$ cat config.mk
export PLATFORM = sky130hd
export DESIGN_NAME = blk_stab_seq
export DESIGN_NICKNAME = d
export VERILOG_FILES = /design/src/rtl/bls_pkg.sv /design/src/rtl/bls_rst_sync.sv /design/src/rtl/bls_line_seq.sv /design/src/rtl/bls_cycle_timer.sv /design/src/rtl/bls_warmup_ctl.sv /design/src/rtl/blk_stab_seq.sv
export SDC_FILE = /design/constraint.sdc
export NUM_CORES = 1
export LEC_CHECK = 0
export ABC_AREA = 1
export ABC_CLOCK_PERIOD_IN_PS = 4500
export BUFFER_PORTS_ARGS = -buffer_cell sky130_fd_sc_hd__buf_4
export CAP_MARGIN = 5
export CORE_UTILIZATION = 50
export CTS_CLUSTER_SIZE = 14
export DETAILED_ROUTE_END_ITERATION = 8
export GPL_TIMING_DRIVEN = 0
export PLACE_DENSITY = 0.74
export SLEW_MARGIN = 40
export SYNTH_ARGS = -nofsm -noshare
export SYNTH_HDL_FRONTEND = slang
export SYNTH_SLANG_ARGS = --single-unit
$ cat constraint.sdc
create_clock -name clk -period 4.5 [get_ports clk]
set_input_delay 0.225 -clock clk [delete_from_list [all_inputs] [get_ports clk]]
set_output_delay 0.225 -clock clk [all_outputs]
set_load 0.1 [all_outputs]
$ cat src/rtl/bls_pkg.sv
package bls_pkg;
  typedef enum logic [1:0] {
    PH_WAIT   = 2'd0,
    PH_PROBE  = 2'd1,
    PH_SETTLE = 2'd2,
    PH_RUN    = 2'd3
  } bls_phase_e;
endpackage

$ cat src/rtl/bls_rst_sync.sv
module bls_rst_sync (
  input  logic clk,
  input  logic rst_n,
  output logic rst_n_sync
);
  logic [1:0] sync_q;

  always_ff @(posedge clk or negedge rst_n) begin
    if (!rst_n) sync_q <= 2'b00;
    else        sync_q <= {sync_q[0], 1'b1};
  end

  assign rst_n_sync = sync_q[1];
endmodule

$ cat src/rtl/bls_line_seq.sv
module bls_line_seq #(
  parameter int NUM_GUNS = 3
) (
  input  logic                            clk,
  input  logic                            rst_n,
  input  logic                            vb_end,
  input  logic                            line_stb,
  output logic                            win_active,
  output logic [$clog2(NUM_GUNS+1)-1:0]   line_idx
);
  localparam int LINES = NUM_GUNS + 1;
  localparam int IW    = $clog2(LINES);
  localparam logic [IW-1:0] LAST = IW'(LINES - 1);

  logic          armed_q, armed_n;
  logic          active_q, active_n;
  logic [IW-1:0] idx_q, idx_n;
  logic          upd_en;

  assign upd_en = vb_end | line_stb;

  always_comb begin
    armed_n  = armed_q;
    active_n = active_q;
    idx_n    = idx_q;
    if (vb_end && !active_q) armed_n = 1'b1;
    if (line_stb) begin
      if (active_q) begin
        if (idx_q == LAST) active_n = 1'b0;
        else               idx_n    = idx_q + 1'b1;
      end else if (armed_q) begin
        active_n = 1'b1;
        idx_n    = '0;
        armed_n  = 1'b0;
      end
    end
  end

  always_ff @(posedge clk or negedge rst_n) begin
    if (!rst_n) begin
      armed_q  <= 1'b0;
      active_q <= 1'b0;
      idx_q    <= '0;
    end else if (upd_en) begin
      armed_q  <= armed_n;
      active_q <= active_n;
      idx_q    <= idx_n;
    end
  end

  assign win_active = active_q;
  assign line_idx   = idx_q;

  AST_WIN_CLOSES: assert property (@(posedge clk) disable iff (!rst_n)
    (active_q && line_stb && idx_q == LAST) |=> !active_q);
  AST_WIN_NEEDS_ARM: assert property (@(posedge clk) disable iff (!rst_n)
    (!active_q && !armed_q) |=> !active_q);
  AST_MARK_IGNORED: assert property (@(posedge clk) disable iff (!rst_n)
    (active_q && !armed_q) |=> !armed_q);
endmodule

$ cat src/rtl/bls_cycle_timer.sv
module bls_cycle_timer #(
  parameter int LIMIT = 1000
) (
  input  logic clk,
  input  logic rst_n,
  input  logic run,
  output logic done
);
  localparam int CW = $clog2(LIMIT + 1);
  localparam logic [CW-1:0] TOP = CW'(LIMIT - 1);

  logic [CW-1:0] cnt_q, cnt_n;
  logic          cnt_en;

  assign done   = run && (cnt_q == TOP);
  assign cnt_en = run ? !done : (cnt_q != '0);

  always_comb begin
    cnt_n = run ? cnt_q + 1'b1 : '0;
  end

  always_ff @(posedge clk or negedge rst_n) begin
    if (!rst_n)      cnt_q <= '0;
    else if (cnt_en) cnt_q <= cnt_n;
  end

  AST_NO_OVERFLOW: assert property (@(posedge clk) disable iff (!rst_n)
    cnt_q <= TOP);
endmodule

$ cat src/rtl/bls_warmup_ctl.sv
module bls_warmup_ctl
  import bls_pkg::*;
#(
  parameter int WAIT_CYC   = 1000,
  parameter int SETTLE_CYC = 1000
) (
  input  logic       clk,
  input  logic       rst_n,
  input  logic       win_active,
  input  logic       over_thresh,
  output bls_phase_e phase
);
  bls_phase_e phase_q, phase_n;
  logic       wait_done, settle_done;
  logic       in_wait, in_settle;

  assign in_wait   = (phase_q == PH_WAIT);
  assign in_settle = (phase_q == PH_SETTLE);

  bls_cycle_timer #(.LIMIT(WAIT_CYC)) u_wait_tmr (
    .clk(clk), .rst_n(rst_n), .run(in_wait), .done(wait_done)
  );

  bls_cycle_timer #(.LIMIT(SETTLE_CYC)) u_settle_tmr (
    .clk(clk), .rst_n(rst_n), .run(in_settle), .done(settle_done)
  );

  always_comb begin
    phase_n = phase_q;
    unique case (phase_q)
      PH_WAIT:   if (wait_done)                  phase_n = PH_PROBE;
      PH_PROBE:  if (win_active && over_thresh)  phase_n = PH_SETTLE;
      PH_SETTLE: if (settle_done)                phase_n = PH_RUN;
      PH_RUN:                                    phase_n = PH_RUN;
      default:                                   phase_n = PH_WAIT;
    endcase
  end

  always_ff @(posedge clk or negedge rst_n) begin
    if (!rst_n) phase_q <= PH_WAIT;
    else        phase_q <= phase_n;
  end

  assign phase = phase_q;

  AST_RUN_HOLDS: assert property (@(posedge clk) disable iff (!rst_n)
    (phase_q == PH_RUN) |=> (phase_q == PH_RUN));
  AST_PROBE_NEEDS_FLAG: assert property (@(posedge clk) disable iff (!rst_n)
    (phase_q == PH_PROBE && !(win_active && over_thresh)) |=> (phase_q == PH_PROBE));
  AST_WAIT_NO_SKIP: assert property (@(posedge clk) disable iff (!rst_n)
    (phase_q == PH_WAIT) |=> (phase_q == PH_WAIT || phase_q == PH_PROBE));
endmodule

$ cat src/rtl/blk_stab_seq.sv
module blk_stab_seq
  import bls_pkg::*;
#(
  parameter int NUM_GUNS   = 3,
  parameter int WAIT_CYC   = 100000000,
  parameter int SETTLE_CYC = 160000000
) (
  input  logic                clk,
  input  logic                rst_n,
  input  logic                vb_end,
  input  logic                line_stb,
  input  logic                over_thresh,
  output logic                leak_meas,
  output logic [NUM_GUNS-1:0] gun_adj,
  output logic                rgb_blank,
  output logic                bcl_clamp,
  output logic                pulse_en
);
  localparam int IW = $clog2(NUM_GUNS + 1);

  logic          rst_n_sync;
  logic          win_active;
  logic [IW-1:0] line_idx;
  bls_phase_e    phase;
  logic          stab_en;
  logic          released;

  bls_rst_sync u_rst_sync (
    .clk(clk), .rst_n(rst_n), .rst_n_sync(rst_n_sync)
  );

  bls_line_seq #(.NUM_GUNS(NUM_GUNS)) u_line_seq (
    .clk(clk), .rst_n(rst_n_sync), .vb_end(vb_end), .line_stb(line_stb),
    .win_active(win_active), .line_idx(line_idx)
  );

  bls_warmup_ctl #(.WAIT_CYC(WAIT_CYC), .SETTLE_CYC(SETTLE_CYC)) u_warmup (
    .clk(clk), .rst_n(rst_n_sync), .win_active(win_active),
    .over_thresh(over_thresh), .phase(phase)
  );

  assign stab_en  = (phase == PH_SETTLE) || (phase == PH_RUN);
  assign released = (phase == PH_RUN);

  assign leak_meas = stab_en && win_active && (line_idx == '0);

  for (genvar g = 0; g < NUM_GUNS; g++) begin : g_gun_sel
    assign gun_adj[g] = stab_en && win_active && (line_idx == IW'(g + 1));
  end

  assign pulse_en  = win_active && (phase != PH_WAIT);
  assign rgb_blank = !released;
  assign bcl_clamp = !released;

  AST_ONE_SEL: assert property (@(posedge clk) disable iff (!rst_n_sync)
    $onehot0({leak_meas, gun_adj}));
  AST_PULSE_IN_WIN: assert property (@(posedge clk) disable iff (!rst_n_sync)
    pulse_en |-> win_active);
  AST_SEL_NEEDS_PULSE: assert property (@(posedge clk) disable iff (!rst_n_sync)
    (leak_meas || (|gun_adj)) |-> pulse_en);
  AST_RELEASE_FROM_SETTLE: assert property (@(posedge clk) disable iff (!rst_n_sync)
    $fell(rgb_blank) |-> $past(phase == PH_SETTLE));
endmodule

==> results by stage, run 1 <==
Routing:
- The number of remaining DRC errors is 0.
- The count of vias placed by the detailed router is between 3000 and 4000.
- The count of routing violations after the opening detailed-route iteration is 260.
- The number of search-and-repair iterations in the first detailed-routing pass is 5.
- Wires add up to a little under 10000 um.
- After detailed routing, the number of vias per cell comes to 5.15.
- The average detailed-routed wire length per instance is 13.0 um.
- The post-detailed-route count of antenna-violating nets is 0.

Global routing:
- The pin count of the biggest net entering global routing is 38.
- The number of antenna violations at the first check in global routing is 0.
- The global-route wire length before repair is 16600 um.
- The overall routing resource usage is 0.249.
- The via count of the first global-routing pass is approximately 3600.
- After global routing the overflow that remains totals 0.

Logic synthesis:
- The yosys synthesis warning count is 0.
- Of the post-synthesis cell area, the dominant cell type holds 0.391.
- The library cell occupying the most area in the post-synthesis netlist is dfrtp_1.
- The dominant synthesized flop cell is dfrtp_1.
- Sorting the synthesized cells by area gives the leading types as dfrtp_1 (39%), nand2_1 (19%), nor2_1 (11%).
- The share of flip-flops with an asynchronous set or reset after synthesis is 1.00.
- Synthesis inferred 63 register bits.
- The total nets after synthesis is 623.
- The post-synthesis cell area is 4030 um2.
- Of the synthesized area, sequential elements account for 0.391.
- Counting flops with a built-in enable in the synthesized netlist gives 0.
- The synthesized area per cell is about 6.6 um2.
- The number of instances in the synthesized netlist is 610.
- After synthesis, the netlist uses 29 different library cells.

Pwr:
- The total power consumption of the routed design is about 1.5 mW.
- Of the total power, the share spent switching nets is 0.303.
- The part of the power in registers is 0.413.
- VDD sags by at most 364 uV.
- The internal power of the cells totals a little over 1 mW.
- For this design the total switching power over the nets is approximately 0.44 mW.
- The share of total power dissipated in the clock network is 0.432.
- Of the total power, combinational logic draws 0.154.
- Summed over all cells, the static leakage comes to 2.06 nW.
- The cell area power density is 323 nW/um2.

Setup path:
- The data required time at the worst endpoint is 4.74 ns.
- The number of cell instances on the worst register-to-register path is 10.
- STA classifies the critical path endpoint as a flip-flop.
- In this run the worst setup path terminates at u_warmup.u_settle_tmr.cnt_q[3]$_DFFE_PN0P_.
- The end of the worst register-to-register path is u_warmup.u_settle_tmr.cnt_q[3]$_DFFE_PN0P_.
- The data arrival time at the worst-slack endpoint is 2.24 ns.
- Tracing the worst setup path back leads to its startpoint at u_warmup.u_settle_tmr.cnt_q[0]$_DFFE_PN0P_.
- In this run the critical register-to-register path is launched from u_warmup.u_settle_tmr.cnt_q[0]$_DFFE_PN0P_.
- In this run the register-to-register setup slack is 2.50 ns.
- In this run the worst path has a maximum fanout of 6.
- The kind of start point of the critical path is a flip-flop.
- The setup path with the least slack is of type reg2reg.

Die:
- For this design the top-level I/O count stands at 12.
- The number of rows in the core area is 32.
- The initial core utilization is 0.519.
- From bottom edge to top edge, the die measures just over 90 um.
- The total core area is slightly below 8000 um2.
- The die covers 8430 um2.
- The die width is between 90 and 100 um.

STA:
- The slew of the pin with the lowest slew margin is 0.547 ns.
- The worst pin sits at a relative slew slack of 0.636.
- The maximum achievable frequency is 0.500 GHz.
- The final period utilization is 0.445.
- The worst-case clock skew is around 0.014 ns.
- The number of hold-slack violations in the final timing report is 0.
- The worst hold slack across all endpoints is around 0.073 ns.
- The number of pins with negative max-slew slack in the final report is 0.
- The setup violation total in the final timing report is 0.
- Adding up every negative setup slack in the final design gives 0 ns.
- Setup repair after global routing left no endpoint under its margin.
- The final worst setup slack is between 2 and 2.5 ns.
- The routed design could run at a clock period as short as 2.00 ns.

CTS:
- Clock-pin slew was measured on the worst setup and hold paths at roughly 0.080 ns.
- The number of sinks driven by the clock tree is 63.
- The total number of H-tree levels is 3.
- In this run the deepest clock path goes through 2 buffers.
- The total clock buffers created by CTS is 9.
- The count of buffers added by post-CTS timing repair for setup is 0.
- The clock latency of the later-clocked register in the worst-skew pair is 0.35 ns.
- The CTS tree is done.
- The clock root buffer is clkbuf_8.

Finish:
- The leading cell type in the layout, fill and taps excluded is nand2_1.
- The final layout contains 647 nets.
- The number of fillers in the final layout is between 700 and 800.
- The layout overhead on the synthesized area is 12.3%.
- For this run, the number of standard cells in the final layout without fillers is ~740.
- The number of antenna cells inserted is 0.
- Of the cells placed in the final design, the portion with a size suffix greater than 1 is 0.0814.
- In the layout the commonest cells are nand2_1 (204), nor2_1 (120), inv_1 (76).

Placement:
- The congestion estimate from routability-driven global placement came to between 0.9 and 1.
- The HPWL after detailed placement is between 7000 and 8000 um.
- The count of buffers from port buffering is 11.
- Before CTS, the worst setup slack after placement is around 2.5 ns.
- Once placement completed, the tool counted placed cells totaling 724.

Outcome:
- The flow ran to the end, and the final reports show no timing, DRC or antenna violations.

Min path:
- The worst min-delay path category is in2reg.

Job:
- Max-cap violations in this run came to 0.
-- kinds of logic after synthesis --
group	after synthesis	share of synthesized area
other	1	0.000930
AO/OA/AOI/OAI	22	0.0295
XOR/XNOR	16	0.0348
flip-flops	63	0.391
adder cells (fa/ha/maj)	8	0.0248
AND/OR/NAND/NOR	416	0.439
buffers and inverters	84	0.0795
-- critical path, cell delays in order (launching register included) --
cell and delay, ns:
dfrtp_1 0.42, ha_1 0.28, nand3_1 0.19, inv_1 0.15, nand2_1 0.16, nor2_1 0.15, nand2_1 0.10, nand2_2 0.14
nand2_1 0.15, nand2_1 0.10, nand2_1 0.05
-- power by group through the flow --
| stage | clock [mW] | sequential [mW] | combinational, mW |
|---|---|---|---|
| floorplan | 0 | 0.614 | 0.176 |
| global placement | 0 | 0.621 | 0.213 |
| detailed placement | 0 | 0.616 | 0.227 |
| CTS | 0.636 | 0.605 | 0.228 |
| global route | 0.660 | 0.609 | 0.243 |
| finish | 0.633 | 0.605 | 0.226 |
-- sequential cells by signal (all words and copies together), names as in the netlist --
register and count:
u_line_seq.armed_q 1, u_line_seq.line_idx 2, u_line_seq.win_active 1, u_rst_sync.sync_q 2, u_warmup.phase 2, u_warmup.u_settle_tmr.cnt_q 28
u_warmup.u_wait_tmr.cnt_q 27
-- layer usage --
metal | vias to the layer above | part of all wire | wire [um] | global-route usage
met5 | - | 0 | 0 | 0
met4 | 0 | 0.014 | 136 | 0.0781
met3 | 14 | 0.049 | 474 | 0.0340
met2 | 100 | 0.46 | 4430 | 0.400
met1 | 1770 | 0.48 | 4570 | 0.349
li1 | 1932 | - | - | -
-- metrics by stage --
| stage | instance area, um2 | utilization |
|---|---|---|
| floorplan | 4030 | - |
| CTS | 4530 | 0.583 |
| global placement | 4240 | 0.546 |
| global route | 4530 | 0.583 |
| detailed placement | 4270 | 0.549 |
| finish | 4530 | 0.583 |
-- synthesized netlist by cell type (4+ instances only) --
cell type,count
nand4_1,4
dfrtp_1,63
ha_1,8
nand3_1,42
o21ai_0,8
inv_1,76
nor2_4,4
a21oi_1,8
xor2_1,13
nor2_1,120
nor3_1,22
nor2_2,4
nand2_1,204
-- area by class of cell --
type                    instances  area [um2]  area share
inverters                      79         297      0.0655
multi-input cells             463        2130       0.471
flip-flops and latches         63        1580       0.349
repair buffers                 13         113      0.0249
well taps                     102         128      0.0282
clock buffers                  10         138      0.0304
plain buffers                   5        23.8     0.00525
clock inverters                 6         115      0.0254
-- worst min path at each step --
stage	startpoint	depth (start not counted)	end	slack, ns
5_1_grt	line_stb	2	u_line_seq.win_active$_DFFE_PN0P_	0.07
4_1_cts	line_stb	2	u_line_seq.win_active$_DFFE_PN0P_	0.06
6_report	line_stb	2	u_line_seq.win_active$_DFFE_PN0P_	0.07
3_5_place_dp	rst_n	1	u_rst_sync.sync_q[1]$_DFF_PN0_	0.01
3_3_place_gp	rst_n	1	u_rst_sync.sync_q[1]$_DFF_PN0_	0.007
2_1_floorplan	rst_n	0	u_rst_sync.sync_q[0]$_DFF_PN0_	-0.07
-- timing repair --
| action | in CTS | in global routing |
|---|---|---|
| hold buffers | 1 | 0 |
| hold endpoints to repair | 2 | 0 |
| resized for setup | 0 | 0 |
(Power assumes the default switching activity.)
==> inputs of run 2 (changes only) <==
--- a/config.mk
+++ b/config.mk
@@ -5,15 +5,15 @@
 export SDC_FILE = /design/constraint.sdc
 export NUM_CORES = 1
 export LEC_CHECK = 0
-export ABC_AREA = 1
-export ABC_CLOCK_PERIOD_IN_PS = 4500
+export ABC_AREA = 0
+export ABC_CLOCK_PERIOD_IN_PS = 1600
 export BUFFER_PORTS_ARGS = -buffer_cell sky130_fd_sc_hd__buf_4
 export CAP_MARGIN = 5
 export CORE_UTILIZATION = 50
 export CTS_CLUSTER_SIZE = 14
 export DETAILED_ROUTE_END_ITERATION = 8
 export GPL_TIMING_DRIVEN = 0
-export PLACE_DENSITY = 0.74
+export PLACE_DENSITY = 0.77
 export SLEW_MARGIN = 40
 export SYNTH_ARGS = -nofsm -noshare
 export SYNTH_HDL_FRONTEND = slang
==> constraint.sdc (replaced) <==
create_clock -name clk -period 1.6 [get_ports clk]
set_input_delay 0.08 -clock clk [delete_from_list [all_inputs] [get_ports clk]]
set_output_delay 0.08 -clock clk [all_outputs]
set_load 0.1 [all_outputs]
==> results by stage, run 2 <==
STA:
- The relative slew slack is 0.576 (-0.0598).
- The slew of the pin with the lowest slew margin is 0.630 ns (+0.0839 ns).
- The maximum achievable frequency was 0.467 GHz (-6.5%).
- The number of pins with negative max-slew slack in the final report is 0 (unchanged).
- The setup violation total in the final timing report came to 56 (+56).
- The worst-case clock skew is 0.0105 ns (-0.00347 ns).
- The number of hold-slack violations in the final timing report is 0 (unchanged).
- The final period utilization was 1.34 (+0.894).
- Setup repair after global routing could not meet its margin everywhere.
- The final worst setup slack is -0.541 ns (-3.04 ns).
- The worst hold slack across all endpoints is 0.0503 ns (-0.0226 ns).
- The final sum of negative setup slack is -18.54 ns (-18.54 ns).
- The post-route minimum period is 2.14 ns (+0.140 ns).

CTS:
- The clock slew seen by the registers of the worst setup and hold paths is 0.08 ns (about the same).
- The total clock buffers created by CTS came to 9 (unchanged).
- The clock tree buffer depth is 2 (unchanged).
- The clock latency of the later-clocked register in the worst-skew pair was 0.36 ns (about the same).
- The clock root buffer is clkbuf_8.
- The number of sinks driven by the clock tree is 63 (unchanged).
- TritonCTS built the clock tree.
- The total number of H-tree levels is 3 (unchanged).

Routing:
- The count of routing violations after the opening detailed-route iteration is 289 (+11%).
- The final routed wirelength across all metal layers came to 14000 um (+46%).
- The number of search-and-repair iterations in the first detailed-routing pass is 5 (unchanged).
- The post-detailed-route count of antenna-violating nets is 0 (unchanged).
- The count of vias placed by the detailed router came to 3932 (+3.0%).
- The average detailed-routed wire length per instance was 24.3 um (+87%).
- The via density per instance is 6.81 (+32%).
- The number of remaining DRC errors is 0 (unchanged).

Job:
- The count of maximum capacitance violations is 0 (unchanged).

Logic synthesis:
- The post-synthesis cell area is 3470 um2 (-14%).
- The total nets after synthesis came to 386 (-38%).
- The synthesized area per cell is 9.32 um2 (+41%).
- The number of distinct library cells after synthesis is 53 (+83%).
- The number of instances in the synthesized netlist was 373 (-39%).
- The fraction of synthesized cell area taken by the top area cell type is 0.454 (+0.0627).
- The share of flip-flops with an asynchronous set or reset after synthesis came to 1.00 (unchanged).
- Sorting the synthesized cells by how often they occur yields dfrtp_1 (63), nand3_1 (30), nand2_1 (26), nor2_1 (26), o21ai_0 (20).
- The number of enable flip-flop cells after synthesis is 0 (unchanged).
- Among all flip-flop cells after synthesis, the most frequent one is dfrtp_1.
- By area the synthesized netlist is led by dfrtp_1 (45%), nand3_1 (4.3%), ha_1 (2.9%).
- By instance count, the leading cell after synthesis is dfrtp_1.
- The library cell occupying the most area in the post-synthesis netlist is dfrtp_1.
- The register bit count reported by yosys is 63 (unchanged).
- The yosys synthesis warning count is 0 (unchanged).
- The register area share after synthesis is 0.454 (+0.0627).

Finish:
- The area used by multi-input combinational logic is 2500 um2 (+17%).
- The number of antenna cells inserted came to 0 (unchanged).
- Leaving out fill and tap cells, the most frequent cell in the layout is buf_4.
- The number of fillers in the final layout came to 331 (-57%).
- The number of flip-flops in the largest register is 28 (unchanged).
- More flip-flops sit in one register than any other, and that register is u_warmup.u_settle_tmr.cnt_q.
- The share of final-layout standard cells stronger than drive strength 1 is 0.531 (+0.450).
- The register area came to 1600 um2 (+1.5%).
- Compared with the post-synthesis result, the final layout area differs by 62.2%.
- The number of nets at the end of the flow was 506 (-22%).
- The largest registers in the layout are u_warmup.u_settle_tmr.cnt_q: 28 flops, u_warmup.u_wait_tmr.cnt_q: 27 flops.
- The library cells used most frequently in the layout, excluding fill and tap cells, are buf_4 (76), dfrtp_1 (43), buf_6 (26).

Global routing:
- The pin count of the biggest net entering global routing is 62 (+63%).
- The via count of the first global-routing pass is 3605 (+0.70%).
- The overall overflow remaining after global route is 0 (unchanged).
- The number of antenna violations at the first check in global routing came to 0 (unchanged).
- The overall routing resource usage came to 0.320 (+0.0712).
- The global-route wire length before repair came to 18000 um (+8.7%).

Setup path:
- The critical path starts at u_warmup.u_wait_tmr.cnt_q[5]$_DFFE_PN0P_.
- The nature of the critical path endpoint is a flip-flop.
- The termination of the worst setup path is u_warmup.u_wait_tmr.cnt_q[11]$_DFFE_PN0P_.
- The endpoint identified for the worst register-to-register timing path is u_warmup.u_wait_tmr.cnt_q[11]$_DFFE_PN0P_.
- The worst setup path is launched from a flip-flop.
- The data required time at the worst endpoint is 1.85 ns (-2.89 ns).
- The worst setup path is of the reg2reg kind.
- The number of cell instances on the worst register-to-register path is 6 (-4).
- The biggest fanout along the worst timing path came to 4 (-2).
- The reg-to-reg startpoint is u_warmup.u_wait_tmr.cnt_q[5]$_DFFE_PN0P_.
- The slack of the worst reg-to-reg path came to -0.54 ns (-3.04 ns).
- The data arrival time at the worst-slack endpoint is 2.40 ns (+0.16 ns).

Outcome:
- The checks that failed: negative setup slack.
- The run finished, with violations left.

Pwr:
- The cell area power density is 737 nW/um2 (+130%).
- The leakage component of the power is 2.41 nW (+17%).
- The worst-case vdd ir drop came to 979 uV (+170%).

Die:
- The number of rows in the core area was 30 (-6.3%).
- The die width is 85.4 um (-7.0%).
- The initial core utilization is 0.514 (-0.00475).
- The die footprint is 7290 um2 (-14%).
- The vertical extent of the die came to 85.4 um (-7.0%).
- The total core area was 6760 um2 (-13%).
- The top-level I/O count was 12 (unchanged).

Placement:
- The count of buffers from port buffering is 11 (unchanged).
- The final HPWL from detailed placement is 5480 um (-25%).
- The global placement routability congestion is 0.822 (-15%).

Min path:
- The worst min-delay path category is in2async.
-- run 2: changes by cell type in the layout (fill, tap and decap cells not counted), moves of 26 or more --
cell     change
buf_4       +64
buf_6       +26
inv_1       -60
nand2_1    -182
nand3_1     -28
nor2_1      -98
-- run 2: cell type report --
cell class	instances	share of cell area
Buffer	15	0.0306
Inverter	17	0.0113
Clock buffer	11	0.0233
Multi-Input combinational cell	278	0.444
Tap cell	80	0.0178
Clock inverter	4	0.00844
Sequential cell	63	0.285
Timing Repair Buffer	109	0.180
-- run 2: worst min-delay path by stage --
stage	start	to	slack, ns	cells after the start
4_1_cts	rst_n	u_rst_sync.sync_q[1]$_DFF_PN0_	0.03	2
6_report	rst_n	u_rst_sync.sync_q[1]$_DFF_PN0_	0.05	2
5_1_grt	rst_n	u_rst_sync.sync_q[1]$_DFF_PN0_	0.04	2
2_1_floorplan	rst_n	u_rst_sync.sync_q[0]$_DFF_PN0_	-0.22	0
3_5_place_dp	rst_n	u_rst_sync.sync_q[0]$_DFF_PN0_	-0.14	1
3_3_place_gp	rst_n	u_rst_sync.sync_q[0]$_DFF_PN0_	-0.14	1
-- run 2: cells by family after synthesis --
group                    share of synthesized area
AND/OR/NAND/NOR                              0.266
AO/OA/AOI/OAI                                0.153
flip-flops                                   0.454
buffers and inverters                       0.0414
XOR/XNOR                                    0.0353
adder cells (fa/ha/maj)                     0.0288
multiplexers                                0.0209
other                                      0.00108
-- run 2: worst max-delay path, cell delays in order, from the launching register on --
cell and delay (ns):
dfrtp_1 0.43, or3b_4 0.46, buf_4 0.17, nor4_1 0.54, nand3_1 0.25, nand3_2 0.13, o21ai_1 0.06
-- run 2: routing by layer --
| metal | global-route usage | vias up | share of wire |
|---|---|---|---|
| met1 | 0.371 | 1928 | 0.36 |
| li1 | - | 1648 | - |
| met2 | 0.550 | 266 | 0.51 |
| met5 | 0 | - | 0 |
| met4 | 0.165 | 0 | 0.065 |
| met3 | 0.0798 | 90 | 0.072 |
-- run 2: through the flow --
step | cells | power [mW] | cell area, um2 | utilization | setup WS, ns
final | 577 | 4.15 | 5640 | 0.834 | -0.541
after global routing | 577 | 4.27 | 5640 | 0.834 | -0.594
after CTS | 535 | 3.92 | 4960 | 0.734 | -0.425
after detailed placement | 464 | 2.56 | 3880 | 0.575 | -0.677
after global placement | 464 | 2.54 | 3880 | 0.574 | -0.683
after floorplan | 373 | 2.40 | 3700 | - | -0.370
-- run 2: power by group --
part	internal, mW	switching [mW]	total, mW
combinational	0.380	0.678	1.06
sequential	1.64	0.0987	1.74
clock	0.707	0.647	1.35
total	2.73	1.42	4.15
-- run 2: what timing repair did --
item                                    4_1_cts  5_1_grt
cloned                                        6        1
buffers inserted                             48       44
endpoints found under the setup margin       63       63
pin swaps                                    37       46
hold buffers                                  3        0
resized for setup                            99       99
endpoints found under the hold margin         5        0
==> inputs of run 3 (changes only) <==
--- a/config.mk
+++ b/config.mk
@@ -13,7 +13,7 @@
 export CTS_CLUSTER_SIZE = 14
 export DETAILED_ROUTE_END_ITERATION = 8
 export GPL_TIMING_DRIVEN = 0
-export PLACE_DENSITY = 0.77
+export PLACE_DENSITY_LB_ADDON = 0.15
 export SLEW_MARGIN = 40
 export SYNTH_ARGS = -nofsm -noshare
 export SYNTH_HDL_FRONTEND = slang
==> results by stage, run 3 (synthesis results as in run 2) <==
Outcome:
- The flow ran to the end, but the final reports show violations.
- The checks that failed: negative setup slack.

Placement:
- The final HPWL from detailed placement is 5410 um (-1.4%).
- The count of buffers from port buffering came to 11 (unchanged).
- The placed cell count was 464 (unchanged).
- The global placement routability congestion is 0.792 (-3.7%).

Setup path:
- The delay of the slowest cell on the worst path is 0.56 ns (+0.02 ns).
- The slack of the worst reg-to-reg path was -0.46 ns (+0.08 ns).
- Among the stages of the critical path, the cell type that occurs most often is buf_6.
- The biggest fanout along the worst timing path is 6 (+2).
- The worst setup path is launched from a flip-flop.
- Walking the worst path, the cells encountered are or4_4 -> nor4_4 -> buf_6 -> buf_4 -> buf_6 -> a31oi_1 -> mux2i_1 -> nor2_1.
- The number of cell instances on the worst register-to-register path is 8 (+2).
- The startpoint identified for the worst register-to-register timing path is u_warmup.u_settle_tmr.cnt_q[21]$_DFFE_PN0P_.
- For this design, the slowest cell found on the critical path is or4_4.
- STA classifies the critical path endpoint as a flip-flop.
- The critical path is of the reg2reg type.
- The end of the worst register-to-register path is u_warmup.u_settle_tmr.cnt_q[26]$_DFFE_PN0P_.
- The data arrival time at the worst-slack endpoint was 2.31 ns (-0.09 ns).
- The data required time at the worst endpoint is 1.84 ns (about the same).

CTS:
- The clock latency of the later-clocked register in the worst-skew pair is 0.35 ns (about the same).
- The number of sinks driven by the clock tree came to 63 (unchanged).
- The clock root buffer is clkbuf_8.
- The clock slew seen by the registers of the worst setup and hold paths is 0.08 ns (about the same).
- The clock tree buffer depth is 2 (unchanged).
- The total clock buffers created by CTS came to 9 (unchanged).
- The total number of H-tree levels was 3 (unchanged).
- TritonCTS built the clock tree.

Finish:
- From synthesis to final layout, the design area changed by 59.3%.
- The leading cell type in the layout, fill and taps excluded is buf_4.
- The number of nets at the end of the flow was 496 (-2.0%).
- The number of antenna cells inserted is 0 (unchanged).
- The post-route non-filler standard cell count is 568 (-1.6%).
- The largest registers in the layout are u_warmup.u_settle_tmr.cnt_q: 28 flops, u_warmup.u_wait_tmr.cnt_q: 27 flops.
- The number of flip-flops in the largest register was 28 (unchanged).
- The library cells used most frequently in the layout, excluding fill and tap cells, are buf_4 (72), dfrtp_1 (42), nor2_1 (22).
- The number of fillers in the final layout was 362 (+9.4%).
- The share of final-layout standard cells stronger than drive strength 1 came to 0.516 (-0.0148).
- Ranked by flip-flop count, first place goes to u_warmup.u_settle_tmr.cnt_q.

Pwr:
- The total power consumption of the routed design is 4.16 mW (+0.13%).
- The cell area power density was 751 nW/um2 (+1.9%).
- The leakage component of the power is 2.33 nW (-3.3%).
- The worst-case vdd ir drop was 877 uV (-10%).

STA:
- The number of hold-slack violations in the final timing report came to 0 (unchanged).
- The maximum achievable frequency is 0.484 GHz (+3.7%).
- The setup violation total in the final timing report is 56 (unchanged).
- The final worst setup slack is -0.465 ns (+0.0767 ns).
- The relative slew slack is 0.648 (+0.0722).
- The number of pins with negative max-slew slack in the final report came to 0 (unchanged).
- The worst-case clock skew is 0.00849 ns (-0.00204 ns).
- The slew of the pin with the lowest slew margin came to 0.526 ns (-0.104 ns).
- Setup repair after global routing could not meet its margin everywhere.
- The final period utilization is 1.29 (-0.0479).
- The post-route minimum period is 2.06 ns (-0.0767 ns).

Routing:
- The number of search-and-repair iterations in the first detailed-routing pass is 5 (unchanged).
- The count of routing violations after the opening detailed-route iteration is 169 (-42%).
- The post-detailed-route count of antenna-violating nets came to 0 (unchanged).
- The via density per instance came to 6.35 (-6.9%).
- The count of vias placed by the detailed router is 3604 (-8.3%).
- The number of remaining DRC errors was 0 (unchanged).
- The average detailed-routed wire length per instance is 20.7 um (-15%).
- The final routed wirelength across all metal layers is 11700 um (-16%).

Die:
- The die footprint is 7290 um2 (unchanged).
- The total core area is 6760 um2 (unchanged).
- The top-level I/O count was 12 (unchanged).
- The die width was 85.4 um (unchanged).
- The initial core utilization is 0.514 (unchanged).
- The vertical extent of the die was 85.4 um (unchanged).
- The number of rows in the core area came to 30 (unchanged).

Global routing:
- The overall overflow remaining after global route is 0 (unchanged).
- The overall routing resource usage was 0.303 (-0.0173).
- The pin count of the biggest net entering global routing is 62 (unchanged).
- The via count of the first global-routing pass came to 3484 (-3.4%).
- The number of antenna violations at the first check in global routing is 0 (unchanged).
- The global-route wire length before repair is 17100 um (-5.2%).

Job:
- The count of maximum capacitance violations is 0 (unchanged).

Min path:
- The min-delay analysis places its worst path in the category in2async.
-- run 3: worst max-delay path, delay by kind of cell (launching register included) --
family	cells	cell delay [ns]
multiplexers	1	0.21
AO/OA/AOI/OAI	1	0.11
flip-flops	1	0.40
AND/OR/NAND/NOR	3	0.85
buffers and inverters	3	0.37
-- run 3: how the worst max path moves through the flow --
stage                                                            from                                           to  cells after the start  slack (ns)
after floorplan           u_warmup.u_settle_tmr.cnt_q[21]$_DFFE_PN0P_   u_warmup.u_settle_tmr.cnt_q[4]$_DFFE_PN0P_                      5       -0.37
after global placement    u_warmup.u_settle_tmr.cnt_q[21]$_DFFE_PN0P_   u_warmup.u_settle_tmr.cnt_q[4]$_DFFE_PN0P_                      5       -0.66
after detailed placement  u_warmup.u_settle_tmr.cnt_q[21]$_DFFE_PN0P_   u_warmup.u_settle_tmr.cnt_q[4]$_DFFE_PN0P_                      5       -0.68
after CTS                 u_warmup.u_settle_tmr.cnt_q[18]$_DFFE_PN0P_   u_warmup.u_settle_tmr.cnt_q[0]$_DFFE_PN0P_                      7       -0.39
after global routing      u_warmup.u_settle_tmr.cnt_q[22]$_DFFE_PN0P_   u_warmup.u_settle_tmr.cnt_q[2]$_DFFE_PN0P_                      7       -0.54
final                     u_warmup.u_settle_tmr.cnt_q[21]$_DFFE_PN0P_  u_warmup.u_settle_tmr.cnt_q[26]$_DFFE_PN0P_                      8       -0.46
-- run 3: report_power, final --
group          switching (mW)  internal, mW
Clock                   0.655         0.801
Combinational           0.639         0.334
Sequential             0.0863          1.64
Total                    1.38          2.78
-- run 3: layer usage --
metal / GRT usage / wire [um]
met3: 0.0681 / 473
met5: 0 / 0
met4: 0.141 / 297
met2: 0.519 / 6190
met1: 0.363 / 4780
-- run 3: what timing repair did --
action,in CTS,in global routing
hold buffers,3,0
endpoints found under the setup margin,63,63
resized for setup,101,75
pin swaps,46,35
buffers inserted,56,27
hold endpoints to repair,5,0
gates cloned,6,1
-- run 3: area by class of cell --
type	instances	area (um2)	area share
inverters	17	66.3	0.0120
flip-flops and latches	63	1610	0.290
clock buffers	11	151	0.0273
repair buffers	100	937	0.169
multi-input cells	277	2470	0.446
plain buffers	15	150	0.0271
clock inverters	5	56.3	0.0102
well taps	80	100	0.0181
-- run 3: per-stage QoR --
| step | setup WS (ns) | util | hold WS [ns] | TNS [ns] | area (um2) |
|---|---|---|---|---|---|
| 2_1_floorplan | -0.370 | - | -0.216 | -6.99 | 3700 |
| 3_3_place_gp | -0.656 | 0.574 | -0.138 | -19.39 | 3880 |
| 3_5_place_dp | -0.675 | 0.575 | -0.136 | -19.89 | 3880 |
| 4_1_cts | -0.390 | 0.744 | 0.0318 | -10.31 | 5020 |
| 5_1_grt | -0.539 | 0.819 | 0.0485 | -20.21 | 5540 |
| 6_report | -0.465 | 0.819 | 0.0454 | -14.96 | 5540 |
